**src/rtl/tdm_tx_pkg.sv**
```systemverilog
`timescale 1ns/1ps
package tdm_tx_pkg;
   typedef enum logic [1:0] {
      SZ_8   = 2'b00,
      SZ_16  = 2'b01,
      SZ_32  = 2'b10,
      SZ_32X = 2'b11
   } size_code_e;

   function automatic int unsigned size_bits(input logic [1:0] code);
      case (size_code_e'(code))
         SZ_8:    return 8;
         SZ_16:   return 16;
         default: return 32;
      endcase
   endfunction
endpackage

```
**src/rtl/tdm_tx_frame_ctr.sv**
```systemverilog
`timescale 1ns/1ps
module tdm_tx_frame_ctr #(
   parameter int CNT_W  = 10,
   parameter int SIDX_W = 5
) (
   input  logic              clk,
   input  logic              rst_n,
   input  logic              clr,
   input  logic              pulse_mode,
   input  logic [CNT_W-1:0]  period_m1,
   input  logic [CNT_W-1:0]  slot_m1,
   output logic [CNT_W-1:0]  fpos,
   output logic [CNT_W-1:0]  spos,
   output logic [SIDX_W-1:0] sidx,
   output logic              slot_start
);
   localparam logic [SIDX_W-1:0] SIDX_TOP = '1;

   logic [CNT_W-1:0] slen_m1;
   logic             frame_end;
   logic             slot_end;

   assign slen_m1    = pulse_mode ? slot_m1 : period_m1;
   assign frame_end  = (fpos >= period_m1);
   assign slot_end   = (spos >= slen_m1);
   assign slot_start = (spos == '0);

   always_ff @(posedge clk or negedge rst_n) begin
      if (!rst_n) begin
         fpos <= '0;
         spos <= '0;
         sidx <= '0;
      end else if (clr) begin
         fpos <= '0;
         spos <= '0;
         sidx <= '0;
      end else if (frame_end) begin
         fpos <= '0;
         spos <= '0;
         sidx <= pulse_mode ? '0 : {{(SIDX_W-1){1'b0}}, ~sidx[0]};
      end else begin
         fpos <= fpos + 1'b1;
         if (slot_end) begin
            spos <= '0;
            if (sidx != SIDX_TOP) sidx <= sidx + 1'b1;
         end else begin
            spos <= spos + 1'b1;
         end
      end
   end

   AST_FPOS_IN_PERIOD: assert property (@(posedge clk) disable iff (!rst_n || clr)
      fpos <= period_m1);
   AST_TWO_CHANNELS: assert property (@(posedge clk) disable iff (!rst_n || clr)
      !pulse_mode |-> (sidx <= SIDX_W'(1)));
endmodule

```
**src/rtl/tdm_tx_slot_gate.sv**
```systemverilog
`timescale 1ns/1ps
module tdm_tx_slot_gate #(
   parameter int MAX_SLOTS = 16,
   parameter int SLOT_IW   = 4,
   parameter int SIDX_W    = 5
) (
   input  logic                 clk,
   input  logic                 rst_n,
   input  logic                 clr,
   input  logic                 pulse_mode,
   input  logic [SLOT_IW-1:0]   slots_m1,
   input  logic [MAX_SLOTS-1:0] slot_en,
   input  logic [SIDX_W-1:0]    sidx,
   input  logic                 slot_start,
   input  logic                 s_valid,
   output logic                 s_ready,
   output logic                 take,
   output logic                 underflow
);
   logic used;
   logic enabled;
   logic need;

   assign used    = pulse_mode ? (sidx <= {1'b0, slots_m1}) : (sidx <= SIDX_W'(1));
   assign enabled = used && slot_en[sidx[SLOT_IW-1:0]];
   assign need    = slot_start && enabled && !clr;
   assign s_ready = need;
   assign take    = need && s_valid;

   always_ff @(posedge clk or negedge rst_n) begin
      if (!rst_n)             underflow <= 1'b0;
      else if (clr)           underflow <= 1'b0;
      else if (need && !s_valid) underflow <= 1'b1;
   end

   AST_UNDERFLOW_STICKY: assert property (@(posedge clk) disable iff (!rst_n || clr)
      underflow |=> underflow);
   AST_MISS_SETS_FLAG: assert property (@(posedge clk) disable iff (!rst_n || clr)
      (s_ready && !s_valid) |=> underflow);
endmodule

```
**src/rtl/tdm_tx_bit_shifter.sv**
```systemverilog
`timescale 1ns/1ps
module tdm_tx_bit_shifter #(
   parameter int DATA_W = 32,
   parameter int CNT_W  = 10
) (
   input  logic              clk,
   input  logic              rst_n,
   input  logic              clr,
   input  logic              load,
   input  logic              take,
   input  logic [DATA_W-1:0] word,
   input  logic [CNT_W-1:0]  spos,
   input  logic [CNT_W-1:0]  offset,
   output logic              bit_q
);
   logic [DATA_W-1:0] sh_q;
   logic [DATA_W-1:0] sh_d;
   logic [DATA_W-1:0] src;
   logic              bit_d;
   logic              in_win;

   assign src    = take ? word : '0;
   assign in_win = (spos >= offset);

   always_comb begin
      if (load) begin
         if (in_win) begin
            bit_d = src[DATA_W-1];
            sh_d  = src << 1;
         end else begin
            bit_d = 1'b0;
            sh_d  = src;
         end
      end else if (in_win) begin
         bit_d = sh_q[DATA_W-1];
         sh_d  = sh_q << 1;
      end else begin
         bit_d = 1'b0;
         sh_d  = sh_q;
      end
   end

   always_ff @(posedge clk or negedge rst_n) begin
      if (!rst_n) begin
         sh_q  <= '0;
         bit_q <= 1'b0;
      end else if (clr) begin
         sh_q  <= '0;
         bit_q <= 1'b0;
      end else begin
         sh_q  <= sh_d;
         bit_q <= bit_d;
      end
   end

   AST_MISS_IS_ZERO: assert property (@(posedge clk) disable iff (!rst_n || clr)
      (load && !take) |=> !bit_q);
   AST_PRE_OFFSET_ZERO: assert property (@(posedge clk) disable iff (!rst_n || clr)
      (spos < offset) |=> !bit_q);
endmodule

```
**src/rtl/tdm_tx_edge_out.sv**
```systemverilog
`timescale 1ns/1ps
module tdm_tx_edge_out #(
   parameter bit NEG_EDGE_EN = 1'b1
) (
   input  logic clk,
   input  logic rst_n,
   input  logic fall_edge,
   input  logic d_sync,
   input  logic d_data,
   output logic sync_o,
   output logic data_o
);
   generate
      if (NEG_EDGE_EN) begin : g_dual
         logic n_sync;
         logic n_data;
         always_ff @(negedge clk or negedge rst_n) begin
            if (!rst_n) begin
               n_sync <= 1'b0;
               n_data <= 1'b0;
            end else begin
               n_sync <= d_sync;
               n_data <= d_data;
            end
         end
         assign sync_o = fall_edge ? n_sync : d_sync;
         assign data_o = fall_edge ? n_data : d_data;
      end else begin : g_rise
         logic unused_fall;
         assign unused_fall = fall_edge;
         assign sync_o = d_sync;
         assign data_o = d_data;
      end
   endgenerate
endmodule

```
**src/rtl/tdm_serial_tx.sv**
```systemverilog
`timescale 1ns/1ps
module tdm_serial_tx #(
   parameter int DATA_W      = 32,
   parameter int MAX_SLOTS   = 16,
   parameter int CNT_W       = 10,
   parameter int SYNCW_W     = 8,
   parameter bit NEG_EDGE_EN = 1'b1
) (
   input  logic                         clk,
   input  logic                         rst_n,
   input  logic                         soft_rst,
   input  logic                         cfg_pulse_mode,
   input  logic [1:0]                   cfg_size,
   input  logic [CNT_W-1:0]             cfg_period_m1,
   input  logic [CNT_W-1:0]             cfg_slot_m1,
   input  logic [CNT_W-1:0]             cfg_offset,
   input  logic                         cfg_sync_high,
   input  logic                         cfg_sync_flip,
   input  logic [SYNCW_W-1:0]           cfg_sync_width,
   input  logic                         cfg_fall_edge,
   input  logic [$clog2(MAX_SLOTS)-1:0] cfg_slots_m1,
   input  logic [MAX_SLOTS-1:0]         cfg_slot_en,
   input  logic                         s_valid,
   output logic                         s_ready,
   input  logic [DATA_W-1:0]            s_data,
   output logic                         sync_o,
   output logic                         sdata_o,
   output logic                         underflow_o
);
   import tdm_tx_pkg::*;

   localparam int SLOT_IW = $clog2(MAX_SLOTS);
   localparam int SIDX_W  = SLOT_IW + 1;

   generate
      if (DATA_W < 32) begin : g_bad_data_w
         $error("DATA_W must hold a 32-bit sample");
      end
      if (MAX_SLOTS < 2 || (MAX_SLOTS & (MAX_SLOTS - 1)) != 0) begin : g_bad_slots
         $error("MAX_SLOTS must be a power of two of at least 2");
      end
      if (CNT_W < SYNCW_W || CNT_W < 6) begin : g_bad_cnt_w
         $error("CNT_W must cover the sync width field and a 32-bit slot");
      end
   endgenerate

   logic [CNT_W-1:0]  fpos;
   logic [CNT_W-1:0]  spos;
   logic [SIDX_W-1:0] sidx;
   logic              slot_start;
   logic              take;
   logic              bit_q;
   logic [DATA_W-1:0] word;
   logic              act_lvl;
   logic              sync_d;
   logic              sync_q;

   tdm_tx_frame_ctr #(.CNT_W(CNT_W), .SIDX_W(SIDX_W)) u_ctr (
      .clk        (clk),
      .rst_n      (rst_n),
      .clr        (soft_rst),
      .pulse_mode (cfg_pulse_mode),
      .period_m1  (cfg_period_m1),
      .slot_m1    (cfg_slot_m1),
      .fpos       (fpos),
      .spos       (spos),
      .sidx       (sidx),
      .slot_start (slot_start)
   );

   tdm_tx_slot_gate #(.MAX_SLOTS(MAX_SLOTS), .SLOT_IW(SLOT_IW), .SIDX_W(SIDX_W)) u_gate (
      .clk        (clk),
      .rst_n      (rst_n),
      .clr        (soft_rst),
      .pulse_mode (cfg_pulse_mode),
      .slots_m1   (cfg_slots_m1),
      .slot_en    (cfg_slot_en),
      .sidx       (sidx),
      .slot_start (slot_start),
      .s_valid    (s_valid),
      .s_ready    (s_ready),
      .take       (take),
      .underflow  (underflow_o)
   );

   // left-align the sample so its MSB sits at the top of the shifter
   assign word = s_data << (DATA_W - size_bits(cfg_size));

   tdm_tx_bit_shifter #(.DATA_W(DATA_W), .CNT_W(CNT_W)) u_shift (
      .clk    (clk),
      .rst_n  (rst_n),
      .clr    (soft_rst),
      .load   (slot_start),
      .take   (take),
      .word   (word),
      .spos   (spos),
      .offset (cfg_offset),
      .bit_q  (bit_q)
   );

   assign act_lvl = cfg_sync_high ^ cfg_sync_flip;

   always_comb begin
      if (cfg_pulse_mode) sync_d = (fpos <= CNT_W'(cfg_sync_width)) ? act_lvl : ~act_lvl;
      else                sync_d = sidx[0] ? ~act_lvl : act_lvl;
   end

   always_ff @(posedge clk or negedge rst_n) begin
      if (!rst_n)        sync_q <= 1'b0;
      else if (soft_rst) sync_q <= 1'b0;
      else               sync_q <= sync_d;
   end

   tdm_tx_edge_out #(.NEG_EDGE_EN(NEG_EDGE_EN)) u_edge (
      .clk       (clk),
      .rst_n     (rst_n),
      .fall_edge (cfg_fall_edge),
      .d_sync    (sync_q),
      .d_data    (bit_q),
      .sync_o    (sync_o),
      .data_o    (sdata_o)
   );

   AST_PULSE_AT_START: assert property (@(posedge clk) disable iff (!rst_n || soft_rst)
      (cfg_pulse_mode && fpos == '0) |=> (sync_q == (cfg_sync_high ^ cfg_sync_flip)));
   AST_SRST_QUIET: assert property (@(posedge clk) disable iff (!rst_n)
      soft_rst |=> (!bit_q && !sync_q && !underflow_o));
endmodule

```
**config.mk**
```make
export PLATFORM = sky130hd
export DESIGN_NAME = tdm_serial_tx
export DESIGN_NICKNAME = d
export VERILOG_FILES = /design/src/rtl/tdm_tx_pkg.sv /design/src/rtl/tdm_tx_frame_ctr.sv /design/src/rtl/tdm_tx_slot_gate.sv /design/src/rtl/tdm_tx_bit_shifter.sv /design/src/rtl/tdm_tx_edge_out.sv /design/src/rtl/tdm_serial_tx.sv
export SDC_FILE = /design/constraint.sdc
export NUM_CORES = 1
export LEC_CHECK = 0
export ABC_AREA = 1
export BUFFER_PORTS_ARGS = -buffer_cell sky130_fd_sc_hd__buf_2
export CORE_UTILIZATION = 46
export CTS_CLUSTER_DIAMETER = 120
export DETAILED_ROUTE_END_ITERATION = 16
export PLACE_DENSITY = 0.69
export SYNTH_ARGS = -nofsm -noshare
export SYNTH_HDL_FRONTEND = slang
export SYNTH_SLANG_ARGS = --single-unit
export TNS_END_PERCENT = 10
```
**constraint.sdc**
```tcl
create_clock -name clk -period 2.3 [get_ports clk]
set_input_delay 0.46 -clock clk [delete_from_list [all_inputs] [get_ports clk]]
set_output_delay 0.46 -clock clk [all_outputs]
set_load 0.01 [all_outputs]
```
==> impl_metrics.yaml <==
pwr:
  ir_drop_mv: 0.284
  p_sw_share_pct: 31.3
  p_int_w: 0.00247
  clkPwrFrac_pct: 38.5
  power.density_nw_per_um2: 547
  p_leak_nw: 3.64
  pwr-share-comb_pct: 26.5
  p_seq_share_pct: 35.0
  fin_total_pwr_w: 0.00360
  switchingPower_w: 0.00113
run_status:
  violations: "setup timing"
  status: "finished, violations left"
synth:
  syn_nets: 964
  synth_cell_types: 40
  ys_seq_area_share_pct: 29.0
  synth-seq-cells: 62
  synthCells: 816
  yosysWarnings: 0
  syn_area_per_cell_sq_um: 6.56
  synth_area_sq_um: 5360
sta:
  fin_skew_ns: 0.00864
  setup_viol: 19
  rsz0062_at_grt: "true"
  setup_slack_ns: -0.348
  finalHoldViolations: 0
  slew_headroom_pct: 46.6
  worstMarginPinSlew_ns: 0.800
  maxSlewViolCount: 0
  hold_ws_ns: 0.335
critical_path:
  slowest_stage: "dfrtn_1"
  path_buf_inv: 1
  critical_path_class: "register to primary output"
  path_max_fanout: 1
  path_cells: "mux2_4 -> buf_6"
  critPathMaxStageDelay_ns: 0.32
  critPathLaunchType: "register"
  arrival_ns: 2.19
  critPathTopFamily: "flip-flops"
  end_kind: "primary output"
  required_ns: 1.84
grt:
  overflow: 0
  use_met3_pct: 2.79
  grt_pass1_wl_microns: 21900
  grt_pass1_vias: 4673
  grt.total_usage_pct: 23.1
  grt_max_degree: 61
  top_usage_layer: "met2"
  grtUsageMet1_pct: 32.1
  grt_use_met2_pct: 36.7
  antenna_found_initial: 0
final_layout:
  layout_common_cells: "nand2_1, nand3_1, buf_2, nor2_1, inv_1"
  diodes: 0
  layout-area-overhead-vs-synth_pct: 22.9
  final_common_cell: "nand2_1"
  nFillCells: 1144
  final_area_sq_um: 6590
  drive_gt1_share_pct: 20.3
  nets: 1078
detailed_routing:
  via_per_inst: 5.17
  antenna_left: 0
  drtIter0Drc: 413
  vias: 5569
  wl_microns: 14200
  wl_per_cell_microns: 13.2
  drt-pass1-iter-count: 5
  drc: 0
clocking:
  clock_latency_ns: 0.34
  numCtsBuffers: 9
  htree_levels: 3
  clock_path_buffers: 2
  cts_tree: "done"
  clock_sinks: 62
  clkTransAtPathRegs_ns: 0.05
  root_buffer: "clkbuf_16"
floorplanning:
  io_pins: 104
  die_h_microns: 110
  core_sq_um: 11400
  rows: 39
  die_w_microns: 110
  die-area_sq_um: 12100
  start_util_pct: 47.1
placement:
  dpl_cell_area_sq_um: 6150
  dpl.hpwl_microns: 10100
  gp_congestion: 0.872
  io_buffers: 103
min_path:
  holdCritPathClass: "input port to asynchronous set/reset pin"
job:
  cap_viol_max_count: 0
what timing repair did:
| action | 4_1_cts | 5_1_grt |
|---|---|---|
| endpoints found under the setup margin | 5 | 43 |
| pin swaps | 0 | 10 |
| hold buffers | 0 | 0 |
| hold endpoints to repair | 0 | 0 |
| gates resized for setup | 5 | 15 |
| gates cloned | 0 | 2 |
| setup buffers | 0 | 5 |
path summary, 6_finish.rpt:
check / from / endpoint / slack [ns] / cells past startpoint
min in group clk: s_valid / u_gate.underflow / 0.36 / 2
max in group asynchronous: rst_n / u_edge.g_dual.n_data / 1.22 / 1
worst min-delay path: rst_n / u_shift.sh_q[25] / 0.33 / 2
worst max register to register: u_ctr.sidx[1] / u_shift.sh_q[29] / -0.06 / 13
worst min register to register: u_shift.sh_q[19] / u_shift.sh_q[19] / 0.48 / 2
worst max-delay path: u_edge.g_dual.n_sync / sync_o / -0.35 / 2
state kept, by name, summed over array words and instances (netlist names):
name                  cells
u_ctr.fpos               10
sync_q                    1
u_edge.g_dual.n_data      1
u_edge.g_dual.n_sync      1
u_ctr.spos               10
u_gate.underflow          1
u_ctr.sidx                5
u_shift.bit_q             1
u_shift.sh_q             32
power by group through the flow:
stage	combinational (W)	clock (W)	sequential, W
4_1_cts	0.000904	0.00140	0.00126
3_5_place_dp	0.000895	0	0.00128
2_1_floorplan	0.000594	0	0.00126
3_3_place_gp	0.000887	0	0.00128
6_report	0.000954	0.00139	0.00126
5_1_grt	0.00108	0.00145	0.00127
metrics by stage:
step	setup TNS, ns	instances	setup slack (ns)	utilization [%]
5_1_grt	-4.16	1078	-0.377	57.9
3_5_place_dp	-4.01	1055	-0.141	54.1
3_3_place_gp	-2.25	1055	-0.148	54.1
6_report	-0.947	1078	-0.348	57.9
4_1_cts	-0.805	1071	-0.360	56.9
2_1_floorplan	0	816	0.0357	-
worst register-to-register path: stages, from the launching register on:
cell and delay (ns):
dfrtp_2 0.44, ha_1 0.28, nand2_1 0.07, nor2_1 0.11
nand2_1 0.05, nand2_1 0.10, nor2_4 0.05, nor2_4 0.09
nand4_4 0.19, nor2_4 0.52, nand3_1 0.15, nand3_1 0.13
nand2_1 0.06, nand2_1 0.05
cells in the mapped netlist, drive strengths merged:
cell type	number	area, sq um
nand2	236	888
nand3	142	716
nor2	83	343
inv	82	308
dfrtp	60	1500
ha	48	601
a21oi	33	165
o21ai	31	155
clkbuf	22	82.6
buf	15	98.8
nor3	11	55.1
xor2	10	87.6
nand4	9	77.6
a31oi	5	31.3
nor3b	3	22.5
o211ai	3	22.5
or2	3	18.8
and3	2	12.5
clkinv	2	7.51
dfrtn	2	50.1
mux2	2	22.5
nand3b	2	15.0
nor4	2	12.5
o21a	2	15.0
o21bai	2	15.0
xnor2	2	17.5
a211oi	1	7.51
a21boi	1	7.51
cell type report:
cell class	instances	area (sq um)	share of cell area, %
clock buffers	12	256	3.90
clock inverters	4	45.0	0.684
inverters	84	315	4.79
multi-input cells	635	3400	51.6
flip-flops and latches	62	1550	23.6
well taps	143	179	2.72
repair buffers	138	841	12.8
cell families (layout without fill, tap and decap cells):
logic type                 after synthesis  count (layout)  synth area share, %
muxes                                    2               2                0.420
and+or+nand+nor                        493             495                 40.3
buffers and inverters                  121             238                 9.27
xor gates and xnor gates                12              12                 1.96
AOI/OAI and AO/OA                       78              78                 7.83
adders and majority gates               48              48                 11.2
DFF                                     62              62                 29.0
per-layer routing:
layer	wire length, microns	part of all wire [%]
met1	6700	47
met2	6540	46
met3	698	4.9
met4	265	1.9
met5	0	0
Power figures use the tool's default switching activity.
